[src/rtl/vlcfg_pkg.sv]
package vlcfg_pkg;
  localparam int unsigned XLEN   = 64;
  localparam int unsigned LEN_W  = 7;
  localparam int unsigned IDX_W  = 5;
  localparam int unsigned CR_W   = 4;
  // state field positions, LSB-0
  localparam int unsigned MVL_LO = XLEN - LEN_W;
  localparam int unsigned VL_LO  = MVL_LO - LEN_W;
  localparam int unsigned VF_BIT = 0;
  localparam int unsigned PS_BIT = 1;

  typedef struct packed {
    logic lt;
    logic gt;
    logic eq;
    logic so;
  } cr_t;
endpackage

[src/rtl/vl_sat.sv]
module vl_sat #(
  parameter int unsigned XLEN  = 64,
  parameter int unsigned LEN_W = 7
) (
  input  logic [XLEN-1:0]  val_i,
  output logic [LEN_W-1:0] len_o,
  output logic             ovf_o
);
  always_comb begin
    ovf_o = |val_i[XLEN-1:LEN_W];
    len_o = ovf_o ? {LEN_W{1'b1}} : val_i[LEN_W-1:0];
  end
endmodule

[src/rtl/vl_src_sel.sv]
module vl_src_sel #(
  parameter int unsigned XLEN  = 64,
  parameter int unsigned LEN_W = 7
) (
  input  logic             vs_i,
  input  logic             ra_nz_i,
  input  logic             rt_nz_i,
  input  logic [XLEN-1:0]  ra_val_i,
  input  logic [XLEN-1:0]  ctr_val_i,
  input  logic [LEN_W-1:0] imm_eff_i,
  input  logic [LEN_W-1:0] held_vl_i,
  output logic [LEN_W-1:0] vl_o,
  output logic             ovf_o
);
  localparam int unsigned NSAT = 2;  // 0: register operand, 1: count register

  logic [XLEN-1:0]  sat_in  [NSAT];
  logic [LEN_W-1:0] sat_len [NSAT];
  logic [NSAT-1:0]  sat_ovf;

  assign sat_in[0] = ra_val_i;
  assign sat_in[1] = ctr_val_i;

  for (genvar s = 0; s < NSAT; s++) begin : g_sat
    vl_sat #(.XLEN(XLEN), .LEN_W(LEN_W)) u_sat (
      .val_i (sat_in[s]),
      .len_o (sat_len[s]),
      .ovf_o (sat_ovf[s])
    );
  end

  always_comb begin
    vl_o  = held_vl_i;
    ovf_o = 1'b0;
    if (vs_i) begin
      if (ra_nz_i) begin
        vl_o  = sat_len[0];
        ovf_o = sat_ovf[0];
      end else if (rt_nz_i) begin
        vl_o  = sat_len[1];
        ovf_o = sat_ovf[1];
      end else begin
        vl_o  = imm_eff_i;
      end
    end
  end
endmodule

[src/rtl/vl_clamp.sv]
module vl_clamp #(
  parameter int unsigned LEN_W = 7
) (
  input  logic [LEN_W-1:0] vl_i,
  input  logic [LEN_W-1:0] mvl_i,
  output logic [LEN_W-1:0] vl_o,
  output logic             ovf_o
);
  always_comb begin
    ovf_o = vl_i > mvl_i;
    vl_o  = ovf_o ? mvl_i : vl_i;
  end
endmodule

[src/rtl/vl_cr_gen.sv]
module vl_cr_gen
  import vlcfg_pkg::*;
#(
  parameter int unsigned LEN_W = 7
) (
  input  logic [LEN_W-1:0] vl_i,
  input  logic             ovf_i,
  output cr_t              cr_o
);
  always_comb begin
    cr_o.lt = 1'b0;
    cr_o.eq = ~|vl_i;
    cr_o.gt = |vl_i;
    cr_o.so = ovf_i;
  end
endmodule

[src/rtl/vlen_cfg_unit.sv]
module vlen_cfg_unit
  import vlcfg_pkg::*;
(
  input  logic             clk_i,
  input  logic             rst_ni,
  input  logic             valid_i,
  input  logic [LEN_W-1:0] imm_i,
  input  logic             ms_i,
  input  logic             vs_i,
  input  logic             vf_i,
  input  logic             rc_i,
  input  logic [IDX_W-1:0] ra_idx_i,
  input  logic [IDX_W-1:0] rt_idx_i,
  input  logic [XLEN-1:0]  ra_val_i,
  input  logic [XLEN-1:0]  ctr_val_i,
  output logic [XLEN-1:0]  state_o,
  output logic             rd_we_o,
  output logic [XLEN-1:0]  rd_data_o,
  output logic             cr_we_o,
  output logic [CR_W-1:0]  cr_o
);
  logic [XLEN-1:0]  state_q, state_d;
  logic [LEN_W-1:0] imm_eff, mvl_new, held_mvl, held_vl;
  logic [LEN_W-1:0] vl_cand, vl_fin;
  logic             src_ovf, clamp_ovf;
  logic             ra_nz, rt_nz;
  cr_t              cr_new;

  assign held_mvl = state_q[MVL_LO +: LEN_W];
  assign held_vl  = state_q[VL_LO  +: LEN_W];
  assign imm_eff  = imm_i + LEN_W'(1);
  assign mvl_new  = ms_i ? imm_eff : held_mvl;
  assign ra_nz    = |ra_idx_i;
  assign rt_nz    = |rt_idx_i;

  vl_src_sel #(.XLEN(XLEN), .LEN_W(LEN_W)) u_src (
    .vs_i      (vs_i),
    .ra_nz_i   (ra_nz),
    .rt_nz_i   (rt_nz),
    .ra_val_i  (ra_val_i),
    .ctr_val_i (ctr_val_i),
    .imm_eff_i (imm_eff),
    .held_vl_i (held_vl),
    .vl_o      (vl_cand),
    .ovf_o     (src_ovf)
  );

  vl_clamp #(.LEN_W(LEN_W)) u_clamp (
    .vl_i  (vl_cand),
    .mvl_i (mvl_new),
    .vl_o  (vl_fin),
    .ovf_o (clamp_ovf)
  );

  vl_cr_gen #(.LEN_W(LEN_W)) u_cr (
    .vl_i  (vl_fin),
    .ovf_i (src_ovf | clamp_ovf),
    .cr_o  (cr_new)
  );

  always_comb begin
    state_d = state_q;
    state_d[MVL_LO +: LEN_W] = mvl_new;
    state_d[VL_LO  +: LEN_W] = vl_fin;
    if (ms_i) begin
      state_d[VF_BIT] = vf_i;
      state_d[PS_BIT] = 1'b0;
    end
  end

  always_ff @(posedge clk_i or negedge rst_ni) begin
    if (!rst_ni) begin
      state_q   <= '0;
      rd_we_o   <= 1'b0;
      rd_data_o <= '0;
      cr_we_o   <= 1'b0;
      cr_o      <= '0;
    end else begin
      rd_we_o <= valid_i & rt_nz;
      cr_we_o <= valid_i & rc_i;
      if (valid_i) begin
        state_q   <= state_d;
        rd_data_o <= {{(XLEN-LEN_W){1'b0}}, vl_fin};
        cr_o      <= cr_new;
      end
    end
  end

  assign state_o = state_q;
endmodule

[config.mk]
export PLATFORM = sky130hd
export DESIGN_NAME = vlen_cfg_unit
export DESIGN_NICKNAME = d
export VERILOG_FILES = /design/src/rtl/vlcfg_pkg.sv /design/src/rtl/vl_sat.sv /design/src/rtl/vl_src_sel.sv /design/src/rtl/vl_clamp.sv /design/src/rtl/vl_cr_gen.sv /design/src/rtl/vlen_cfg_unit.sv
export SDC_FILE = /design/constraint.sdc
export NUM_CORES = 1
export LEC_CHECK = 0
export BUFFER_PORTS_ARGS = -buffer_cell sky130_fd_sc_hd__buf_2
export CORE_AREA = 3 3 111 113
export DETAILED_ROUTE_END_ITERATION = 6
export DIE_AREA = 0 0 114 116
export PLACE_DENSITY = 0.65
export SETUP_SLACK_MARGIN = 0.15
export SYNTH_ARGS = -nofsm -noshare
export SYNTH_HDL_FRONTEND = slang
export SYNTH_SLANG_ARGS = --single-unit
[constraint.sdc]
create_clock -name clk_i -period 4.8 [get_ports clk_i]
set_input_delay 0.96 -clock clk_i [delete_from_list [all_inputs] [get_ports clk_i]]
set_output_delay 0.96 -clock clk_i [all_outputs]
set_load 0.01 [all_outputs]
# Word level (Yosys, flattened, before mapping)

Cells that the tools add are included.

Latch bits: 0
Register bits: 27
Input port bits: 152
Memory bits (writable): 0
Output and inout bits: 134
Memories kept: 0
Word-level logic and storage cells: 28
Bits in read-only memories: 0

Divide/modulo/power cells: 0
Bitwise operators: 3
Reduce and logical (&&, ||, !) cells: 7
Shift-type cells: 0
Eq/ne operators: 0
Muxes and demuxes: 10
Multipliers: 0
$add $sub $neg: 1
$lt $le $gt $ge: 1

Operators by type and width:

| kind                                                           | count |
|---|---|
| 57-bit OR reduction                                            | 2 |
| 7-bit two-way mux                                              | 7 |
| 5-bit OR reduction                                             | 2 |
| 7-bit by 1-bit adder with 7-bit output (second input constant) | 1 |
| 7-bit greater-than comparator                                  | 1 |
| 7-bit OR reduction                                             | 1 |
| 1-bit two-way mux                                              | 3 |
| 1-bit AND                                                      | 2 |
| 2-bit AND reduction                                            | 1 |
| 1-bit logical NOT                                              | 1 |
| 1-bit OR                                                       | 1 |

# Depth between registers and ports, before layout

Gate-level depths: netlist of the first run.

Depth after elaboration: 9
Gate-level depth with buffers: 15
Gate-level depth less buffers: 14

# Hierarchy

A second synthesis of the first run with hierarchy kept.

Cell total of the unflattened synthesis: 336
Area, all modules: 2778.9 um2

Modules (own cells, without submodules):

| module        | area each (um2) | instances | cells an instance | seq. area each (um2) |
|---|---|---|---|---|
| vlen_cfg_unit | 1831.8          | 1         | 205               | 525.5 |
| vl_sat        | 182.7           | 2         | 28                | 0.0 |
| vl_clamp      | 267.8           | 1         | 33                | 0.0 |
| vl_src_sel    | 267.8           | 1         | 35                | 0.0 |
| vl_cr_gen     | 46.3            | 1         | 7                 | 0.0 |

# Worst setup path before layout of the first run

OpenSTA, ideal clock, no wires.

Path kind: input -> register
From: input port ctr_val_i[9]
To: register cr_o[1]
Setup time: 0.122 ns
Data arrival time: 4.099 ns
Cell stages on the path: 14
Data required time: 4.678 ns
Setup slack: 0.580 ns
Cells stage by stage: nor4_1 nand4_1 or4_1 buf_2 or3_1 a221oi_2 nor2_1 ha_1 nand4_1 o211ai_1 o21ai_1 mux2i_1 and3_1 a32o_1

Longest elaborated chain between the ends: 9

Ends and longest elaborated chain:

| element                       | RTL line            | source |
|---|---|---|
| from (decl)                   | vlen_cfg_unit.sv:15 | `input logic [XLEN-1:0] ctr_val_i,` |
| 57-bit OR reduction *         | vl_sat.sv:10        | `ovf_o = \|val_i[XLEN-1:LEN_W];` |
| 7-bit two-way mux *           | vl_sat.sv:11        | `len_o = ovf_o ? {LEN_W{1'b1}} : val_i[LEN_W-1:0];` |
| 7-bit two-way mux *           | vl_src_sel.sv:39    | `end else if (rt_nz_i) begin` |
| 7-bit two-way mux *           | vl_src_sel.sv:36    | `if (ra_nz_i) begin` |
| 7-bit two-way mux *           | vl_src_sel.sv:35    | `if (vs_i) begin` |
| 7-bit greater-than comparator | vl_clamp.sv:10      | `ovf_o = vl_i > mvl_i;` |
| 7-bit two-way mux *           | vl_clamp.sv:11      | `vl_o = ovf_o ? mvl_i : vl_i;` |
| 7-bit OR reduction *          | vl_cr_gen.sv:12     | `cr_o.eq = ~\|vl_i;` |
| 1-bit logical NOT *           | vl_cr_gen.sv:12     |  |
| to (signal assigned)          | vlen_cfg_unit.sv:84 | `cr_o <= cr_new;` |
| to (decl)                     | vlen_cfg_unit.sv:20 | `output logic [CR_W-1:0] cr_o` |

Mark *: on every way between the ends. The rest lies on a longest branch, timed or not.
A chain may end at the register's enable or synchronous reset.

# Worst setup path after layout of the first run

From: input port ctr_val_i[56]
To: register cr_o[1]

The elaborated chain is that of the path after synthesis.

==> results of run 1 <==
## worst max-delay path, delay by kind of cell
kind            cells  cell delay, ps
simple gates        7            1860
compound gates      4            1060
fa+ha+maj           1             330
mux                 1             170
buf+inv             1             100
## worst paths after layout
kind | endpoint | cells after the start
worst max register to register | cr_o[1]$_DFFE_PN0P_ | 11
max in group asynchronous | state_o[51]$_DFFE_PN0P_ | 1
min in group asynchronous | state_o[0]$_DFFE_PN0P_ | 1
worst min register to register | state_o[60]$_DFFE_PN0P_ | 2
worst max-delay path | cr_o[1]$_DFFE_PN0P_ | 14
worst min-delay path | state_o[60]$_DFFE_PN0P_ | 2
## metrics by stage
stage / util [%] / setup slack (ps) / total power, mW
final: 28.6 / 456 / 0.825
after detailed placement: 27.7 / 89.6 / 0.639
after global placement: 27.7 / 186 / 0.636
after floorplan: - / 580 / 0.538
after CTS: 28.5 / 355 / 0.838
after global routing: 28.6 / 182 / 0.892
## layout make-up
type	count	area, um2	share of cell area (%)
Antenna cell	1	2.50	0.0766
Timing Repair Buffer	183	928	28.4
Multi-Input combinational cell	286	1540	47.3
Inverter	6	22.5	0.690
Sequential cell	20	500	15.3
Tap cell	143	179	5.48
Clock buffer	4	88.8	2.72
## layer usage
layer | wire [um] | vias to the layer above | track usage, %
met5 | 0 | - | 0
met4 | 117 | 0 | 3.40
met3 | 1020 | 7 | 2.82
met2 | 5250 | 184 | 26.9
met1 | 2620 | 1193 | 10.3
li1 | - | 1293 | -
## sequential cells by signal, summed over array words and instances, names as in the netlist
name / cells
cr_o: 3
state_o: 15
rd_we_o: 1
cr_we_o: 1
## cell families (layout without fill, tap and decap cells)
| group | count (synthesis) | in the layout | share of synthesized area, % |
|---|---|---|---|
| muxes | 8 | 8 | 3.34 |
| adders and majority gates | 8 | 8 | 3.93 |
| AOI/OAI and AO/OA | 54 | 54 | 14.0 |
| xor gates and xnor gates | 5 | 5 | 1.72 |
| buffers and inverters | 127 | 193 | 35.6 |
| and+or+nand+nor | 104 | 104 | 21.6 |
| DFF | 20 | 20 | 19.6 |
| other | 1 | 108 | 0.147 |
## placed cells by master, fill, tap and decap left out, types with 4 or more instances in the layout
| master | n |
|---|---|
| nand4_1 | 9 |
| ha_1 | 8 |
| mux2_2 | 4 |
| and2_1 | 4 |
| nor4_1 | 26 |
| dfrtp_1 | 20 |
| conb_1 | 107 |
| a21o_1 | 4 |
| o21ai_0 | 14 |
| a21oi_1 | 13 |
| buf_4 | 5 |
| nand2_1 | 16 |
| a31oi_1 | 4 |
| nor3_1 | 7 |
| nand3_1 | 6 |
| nor2_1 | 23 |
| inv_1 | 6 |
| mux2i_1 | 4 |
| buf_2 | 178 |
## power by group
group	internal [mW]	switching, mW
sequential	0.203	0.0410
clock	0.127	0.0675
combinational	0.166	0.221
total	0.496	0.329
==> results.md, run 1 <==
- Status: finished, final reports clean
- Postcts setup bufs: 0
- Hold slack: between 400 and 500 ps
- Worst r2r src: state_o[53]$_DFFE_PN0P_
- Largest stage delay on the critical path: around 630 ps
- Die extent in x: approximately 110 um
- Setup_tns: 0 ps
- Synth warn: 0
- Root Driver: clkbuf_16
- Post-DRT Antenna Nets: 0
- CTS tree: yes
- Critical path fanouts, max: 5
- Worst vdd ir: around 0.11 mV
- Hold buffer count at cts: 0
- CTS clk-pin slew, worst paths: around 60 ps
- DR WL/cell: between 10 and 15 um
- Most instantiated cells after synthesis: 114 x buf_4, 27 x nor4_1, 23 x nor2_1
- Synthesized flop and latch total: 20
- # DRC: 0
- Avg Vias per Cell: approximately 4.2
- Top achievable clock speed: between 200 and 250 MHz
- Grt total ovfl: 0
- First-pass GRT wire length: roughly 12,000 um
- Max-Cap Viols: 0
- Min Tclk post-route: 4340 ps
- Hold Path Class: reg -> reg
- First-pass DRT Iterations: 4
- Synth area leaders: buf_4 34%, dfrtp_1 20%, nor4_1 6.6%
- Vias post-DR: 2,677
- Critical path arrival: 4490 ps
- Most used DFF post-synth: dfrtp_1
- Post-layout nets: 660
- Worst skew pair latency: roughly 260 ps
- Drt total wl: between 9000 and 10,000 um
- CP Cell Sequence: buf_2 > nor4_1 > nand4_1 > or4_1 > or3_1 > a221oi_2 > nor2_1 > ha_1 > nand4_1 > o211ai_1 > o21ai_1 > mux2i_1 > and3_1 > a32o_1
- Initial antenna violation count: 1
- Post-Place Cell Area: between 3000 and 4000 um2
- Inst Count DP: roughly 640
- Netlist cell types: 45
- Final std cells w/o fill: about 640
- Largest net degree at the start of global routing: 21
- RSZ-0062 raised after global routing: false
- Pwr Density: ~250 nW/um2
- Number of synthesized flops with an enable pin: 0
- Hold Fails Final Rpt: 0
- Crit path top cell by count: nand4_1
- Post-synth top area share: between 30% and 40%
- Reg2Reg Setup Slack: approximately 2000 ps
- Core Rows: 39
- Sink Count: 20
- Core area: 11,400 um2
- Initial Utilization: around 22%
- Die area: ~13,000 um2
- Hold_sp: state_o[60]$_DFFE_PN0P_
- CTS max path bufs: 2
- GPL Wtd Cong: just over 0.8
- Setup violations, final: 0
- CTS HTree Levels: 1
- CP endpoint kind: flop
- Vias in the first global route: approximately 2,400
- Register area share after synthesis: 19.6%
- Synthesized area: 2550 um2
- Largest area contributor in the netlist: buf_4
- Max stage delay cell, worst path: or4_1
- CP Launch Point: ctr_val_i[56]
- Slew @ Worst Pin: 797 ps
- Clock Skew: approximately 2.4 ps
- Area grow syn2layout: 28.2%
- Slew HR: a little under half
- Num CTS Buffers: 3
- Final period utilization: about nine tenths
- CP Launch Type: input pin
- Layout cells sized above 1: between 30% and 40%
- Post-Syn Area per Cell: 7.79 um2
- Overall die height: 116 um
- Layout Cell Area excl Fill: about 3300 um2
- Gr usage total: roughly an eighth
- IO buf count: ~180
- IO Pins: 286
- Crit Path Category: in -> reg
- DRT iter0 DRCs: between 60 and 70
- Count leader, synth: buf_4
- Hpwl dp: around 8100 um
- # resized after CTS: 0
- Req. time, crit path: approximately 4900 ps
- Post-synth ARST share: 100%
- Static Leak: around 1.7 nW
- Synth Instances: ~330
- Fill cell count: ~1,300
- Slew Viols, Final: 0
No activity file was read; power rests on OpenSTA's default activity.
==> run 2: changes to the inputs <==
--- a/config.mk
+++ b/config.mk
@@ -7,10 +7,12 @@
 export LEC_CHECK = 0
 export BUFFER_PORTS_ARGS = -buffer_cell sky130_fd_sc_hd__buf_2
 export CORE_AREA = 3 3 111 113
+export CTS_BUF_LIST = sky130_fd_sc_hd__clkbuf_2 sky130_fd_sc_hd__clkbuf_4 sky130_fd_sc_hd__clkbuf_8
 export DETAILED_ROUTE_END_ITERATION = 6
 export DIE_AREA = 0 0 114 116
 export PLACE_DENSITY = 0.65
 export SETUP_SLACK_MARGIN = 0.15
+export SLEW_MARGIN = 30
 export SYNTH_ARGS = -nofsm -noshare
 export SYNTH_HDL_FRONTEND = slang
 export SYNTH_SLANG_ARGS = --single-unit
==> results.md, run 2 (synthesis results as in run 1) <==
- Die extent in x: between 100 and 150 um
- CP Cell Sequence: buf_2 > nor4_1 > nand4_1 > or4_1 > or3_1 > a221oi_2 > nor2_1 > ha_1 > nand4_1 > o211ai_1 > o21ai_1 > mux2i_1 > and3_1 > a32o_1
- Setup_tns: 0 ps
- Met3 wire length: 1010 um
- Largest stage delay on the critical path: 630 ps
- RSZ-0062 raised after global routing: false
- Most frequent cells in the layout: 178 x buf_2, 107 x conb_1, 26 x nor4_1, 23 x nor2_1, 20 x dfrtp_1
- Worst vdd ir: approximately 0.073 mV
- Overall die height: between 100 and 150 um
- Sink Count: 20
- WL met1: 2610 um
- Grt total ovfl: 0
- Pwr Density: roughly 240 nW/um2
- Commonest non-fill, non-tap cell in the layout: buf_2
- Drt total wl: between 8000 and 9000 um
- Area grow syn2layout: 26.9%
- First-pass GRT wire length: around 12,000 um
- Initial antenna violation count: 1
- Final WS setup: between 400 and 500 ps
- DRT iter0 DRCs: 74
- Hold slack: around 500 ps
- Crit Reg-Reg Endpoint: state_o[53]$_DFFE_PN0P_
- Slew @ Worst Pin: 783 ps
- Worst skew pair latency: ~270 ps
- # DRC: 0
- Post-DRT Antenna Nets: 0
- CTS HTree Levels: 1
- Clock Skew: 1.42 ps
- Fin util: around 28%
- Final std cells w/o fill: 643
- Hold Fails Final Rpt: 0
- Die area: 13,200 um2
- Gr usage total: approximately an eighth
- First-pass DRT Iterations: 4
- Post-layout nets: 660
- CP endpoint kind: flop
- Req. time, crit path: roughly 5000 ps
- Slew HR: a little under half
- Reg2Reg Setup Slack: between 2000 and 2500 ps
- Register-to-Register Path Depth: 12
- GPL Wtd Cong: roughly 0.81
- Avg Vias per Cell: around 4.2
- Top achievable clock speed: 231 MHz
- Static Leak: approximately 1.7 nW
- Pre-CTS WS: between 80 and 90 ps
- CP Launch Point: ctr_val_i[56]
- IO buf count: about 180
- Root Driver: clkbuf_8
- Layout Cell Area excl Fill: approximately 3200 um2
- Final Power: between 700 and 800 uW
- Inst Count DP: roughly 640
- Setup violations, final: 0
- CP Launch Type: input pin
- Post-Place Cell Area: around 3200 um2
- Crit path top cell by count: nand4_1
- Crit-path leading delay family: simple AND/OR/NAND/NOR gates
- DR WL/cell: approximately 14 um
- Min Tclk post-route: 4330 ps
- Hold buffer count at cts: 0
- Vias in the first global route: 2,408
- IO Pins: about 290
- Hold Path Class: reg -> reg
- WHS Endpoint: state_o[60]$_DFFE_PN0P_
- Hold_sp: state_o[60]$_DFFE_PN0P_
- Layout cells sized above 1: 39.5%
- WP buf/inv: 1
- Critical path fanouts, max: 5
- Critical path arrival: between 4000 and 5000 ps
- Max stage delay cell, worst path: or4_1
- Num CTS Buffers: 3
- Status: finished, final reports clean
- Vias post-DR: roughly 2,700
- Highest metal used: met4
- CTS clk-pin slew, worst paths: 80 ps
- Largest net degree at the start of global routing: 21
- Initial Utilization: around 22%
- Slew Viols, Final: 0
- DR WL met2: around 5300 um
- CTS tree: yes
- CTS max path bufs: 2
- Crit Path Category: in -> reg
- Max reg flops: 15
- Core area: ~11,000 um2
- Final period utilization: 90.1%
- Max-Cap Viols: 0
- Hold depth: 2
- Hpwl dp: between 8000 and 9000 um
- Worst r2r src: state_o[55]$_DFFE_PN0P_
- Core Rows: 39
## run 2: cell types whose count changed in the layout (fill, tap and decap cells not counted)
cell       change
clkbuf_16      -3
clkbuf_8       +3
## run 2: metal layers
layer,track usage [%],vias to the layer above
met3,2.82,6
met2,27.0,178
met4,2.93,0
met1,10.1,1195
met5,0,-
li1,-,1292
## run 2: layout make-up
class                   instances  area, um2
clock buffers                   4       55.1
well taps                     143        179
flip-flops and latches         20        500
fillers                      1270       8190
multi-input cells             286       1540
repair buffers                183        928
diodes                          1       2.50
inverters                       6       22.5
## run 2: worst max-delay path by stage
stage	endpoint	slack [ps]	depth (start not counted)
6_report	cr_o[1]$_DFFE_PN0P_	470	14
5_1_grt	cr_o[1]$_DFFE_PN0P_	200	14
4_1_cts	cr_o[1]$_DFFE_PN0P_	370	14
3_5_place_dp	cr_o[1]$_DFFE_PN0P_	90	14
3_3_place_gp	cr_o[1]$_DFFE_PN0P_	190	14
2_1_floorplan	cr_o[1]$_DFFE_PN0P_	580	14
## run 2: where the power goes
| part | switching [mW] | total (mW) | internal, mW |
|---|---|---|---|
| clock network | 0.0629 | 0.136 | 0.0733 |
| logic | 0.220 | 0.386 | 0.166 |
| registers | 0.0408 | 0.243 | 0.202 |
| total | 0.324 | 0.765 | 0.441 |
## run 2: tightest hold or removal path: stages (launching register included)
cell and delay (ps):
dfrtp_1 360, nand2_1 50, o21ai_0 60
## run 2: what timing repair did
item | CTS | global route
resized for setup | 0 | 1
setup endpoints to repair | 0 | 2
buffers inserted | 0 | 0
==> run 3: changes to the inputs <==
--- a/config.mk
+++ b/config.mk
@@ -5,12 +5,13 @@
 export SDC_FILE = /design/constraint.sdc
 export NUM_CORES = 1
 export LEC_CHECK = 0
+export ABC_AREA = 1
 export BUFFER_PORTS_ARGS = -buffer_cell sky130_fd_sc_hd__buf_2
-export CORE_AREA = 3 3 111 113
+export CORE_AREA = 3 3 109 111
 export CTS_BUF_LIST = sky130_fd_sc_hd__clkbuf_2 sky130_fd_sc_hd__clkbuf_4 sky130_fd_sc_hd__clkbuf_8
 export DETAILED_ROUTE_END_ITERATION = 6
-export DIE_AREA = 0 0 114 116
-export PLACE_DENSITY = 0.65
+export DIE_AREA = 0 0 112 114
+export PLACE_DENSITY = 0.71
 export SETUP_SLACK_MARGIN = 0.15
 export SLEW_MARGIN = 30
 export SYNTH_ARGS = -nofsm -noshare
==> results.md, run 3 <==
- Hold Path Class: reg -> reg
- CP Launch Point: ra_idx_i[3]
- Top achievable clock speed: about 280 MHz
- Slew @ Worst Pin: 549 ps
- Slew Viols, Final: 0
- Synthesized area: just under 3000 um2
- Min Tclk post-route: approximately 3600 ps
- Vias in the first global route: about 2,700
- Fill cell count: 1,230
- CP Depth: 21
- Synth warn: 0
- Hold buffer count at cts: 0
- CTS max path bufs: 2
- # resized after CTS: 0
- Critical path endpoint: cr_o[2]$_DFFE_PN0P_
- Root Driver: clkbuf_8
- Status: finished, final reports clean
- Layout cells sized above 1: approximately 32%
- Count leader, synth: buf_4
- CTS clk-pin slew, worst paths: roughly 80 ps
- Grt total ovfl: 0
- Overall die height: 114 um
- IO Pins: roughly 290
- Largest stage delay on the critical path: around 420 ps
- First-pass GRT wire length: 13,500 um
- Number of synthesized flops with an enable pin: 0
- Crit Reg-Reg Endpoint: cr_o[2]$_DFFE_PN0P_
- Req. time, crit path: just under 5000 ps
- Crit path top cell by count: nand2_1
- Post-synth top area share: 29.5%
- CTS tree: yes
- Register-to-Register Path Depth: 14
- Crit Path Category: in -> reg
- Hold Fails Final Rpt: 0
- Fin util: ~33%
- GPL Wtd Cong: around 0.9
- CP endpoint kind: flop
- WP buf/inv: 3
- Vias post-DR: approximately 3,000
- Area grow syn2layout: 21.2%
- DR WL/cell: 11.7 um
- Num CTS Buffers: 3
- Hpwl dp: 8100 um
- CP Cell Sequence: buf_2 > nor3_1 > nand3_1 > inv_1 > nand2_1 > inv_1 > nand2_1 > nand3_1 > and2_1 > ha_1 > nand2_1 > nor2_1 > a211oi_1 > nand2_1 > nand2_1 > or2_2 > nand2_1 > nor2_1 > nand2_1 > nor2_1 > nor2_1
- Max reg flops: 15
- # DRC: 0
- Max stage delay cell, worst path: nand3_1
- IO buf count: between 150 and 200
- Avg Vias per Cell: ~3.9
- RSZ-0062 raised after global routing: false
- Max-Cap Viols: 0
- Netlist cell types: 32
- Die area: ~13,000 um2
- Worst r2r src: state_o[56]$_DFFE_PN0P_
- Largest area contributor in the netlist: buf_4
- Critical path arrival: 3790 ps
- Slew HR: 63.3%
- Post-layout nets: about 800
- Synth Instances: between 400 and 500
- Worst skew pair latency: between 200 and 300 ps
- Post-DRT Antenna Nets: 0
- Pwr Density: 207 nW/um2
- Commonest non-fill, non-tap cell in the layout: buf_2
- CP Launch Type: input pin
- DRT iter0 DRCs: 94
- Core area: between 10,000 and 15,000 um2
- Final period utilization: between 70 and 80%
- Critical path fanouts, max: 16
- Most instantiated cells after synthesis: 116 x buf_4, 106 x nand2_1, 79 x nor2_1
- Postcts setup bufs: 0
- Most frequent cells in the layout: 178 x buf_2, 107 x conb_1, 106 x nand2_1, 79 x nor2_1, 33 x inv_1
- Die extent in x: between 100 and 150 um
- Setup violations, final: 0
- Static Leak: between 2 and 2.5 nW
- Reg2Reg Setup Slack: 2290 ps
- Initial Utilization: 27.1%
- Core Rows: 38
- Clock Skew: 4.13 ps
- Initial antenna violation count: 0
- Most used DFF post-synth: dfrtp_1
- Post-synth ARST share: between 90% and 100%
- Drt total wl: 9170 um
- Sink Count: 20
- Post-Syn Area per Cell: between 6 and 7 um2
- Worst vdd ir: ~0.15 mV
- Setup_tns: 0 ps
- Synth area leaders: buf_4 30%, dfrtp_1 17%, nand2_1 13%
- CTS HTree Levels: 1
- Inserted Diodes: 0
- Largest net degree at the start of global routing: 21
- First-pass DRT Iterations: 4
- Synthesized flop and latch total: 20
- Register area share after synthesis: between 15 and 20%
- Crit-path leading delay family: simple AND/OR/NAND/NOR gates
- Gr usage total: 13.0%
==> run 3: cell count changes after synthesis, sizes merged, moves of 6 or more <==
cell / change
nand2: +98
nor2: +60
inv: +29
nor4: -28
nand3: +13
o21ai: +12
or2: +11
nand3b: +7
nand4: -6
==> run 3: worst min-delay path, cell delays in order (launching register included) <==
cell	delay (ps)
dfrtp_1	340
nand2_1	50
o21ai_0	70
==> run 3: final cells by class <==
cell class / count / area [um2] / area share, %
clock buffer: 4 / 55.1 / 1.54
timing repair buffer: 178 / 891 / 24.9
tap: 140 / 175 / 4.90
inverter: 35 / 131 / 3.68
multi-input combinational: 404 / 1820 / 50.9
sequential: 20 / 500 / 14.0
==> run 3: kinds of logic after synthesis <==
| group | count (synthesis) | share of synthesized area (%) |
|---|---|---|
| simple gates | 246 | 36.7 |
| other cells | 1 | 0.127 |
| fa+ha+maj | 8 | 3.40 |
| xor+xnor | 1 | 0.297 |
| mux | 1 | 0.382 |
| flops | 20 | 17.0 |
| buf+inv | 156 | 34.8 |
| compound gates | 41 | 7.34 |
==> run 3: through the flow <==
stage / instance area [um2] / total power [mW] / hold WS, ps / setup WS (ps) / std cells
after floorplan: 3350 / 0.544 / 519 / 1470 / 580
after global placement: 3520 / 0.607 / 473 / 935 / 777
after detailed placement: 3520 / 0.610 / 485 / 856 / 777
after CTS: 3570 / 0.745 / 504 / 1140 / 781
after global routing: 3570 / 0.806 / 531 / 749 / 781
final: 3570 / 0.740 / 496 / 1170 / 781
==> run 3: worst min path at each step <==
stage,from,end,slack [ps],cells after the start
3_3_place_gp,cr_o[0]$_DFFE_PN0P_,cr_o[0]$_DFFE_PN0P_,470,2
5_1_grt,cr_o[0]$_DFFE_PN0P_,cr_o[0]$_DFFE_PN0P_,530,2
3_5_place_dp,cr_o[0]$_DFFE_PN0P_,cr_o[0]$_DFFE_PN0P_,490,2
4_1_cts,cr_o[0]$_DFFE_PN0P_,cr_o[0]$_DFFE_PN0P_,500,2
2_1_floorplan,cr_o[0]$_DFFE_PN0P_,cr_o[0]$_DFFE_PN0P_,520,2
6_report,cr_o[0]$_DFFE_PN0P_,cr_o[0]$_DFFE_PN0P_,500,2
==> run 3: report_power, final <==
group	switching, mW	internal, mW	total, mW
registers	0.0249	0.199	0.224
logic	0.231	0.153	0.384
clock network	0.0588	0.0731	0.132
==> run 3: per-layer routing <==
layer / vias up / track usage, % / part of all wire (%)
li1: 1583 / - / -
met1: 1270 / 17.2 / 42
met2: 149 / 22.9 / 48
met3: 6 / 2.71 / 9.5
met4: 0 / 0.881 / 0.23
met5: - / 0 / 0
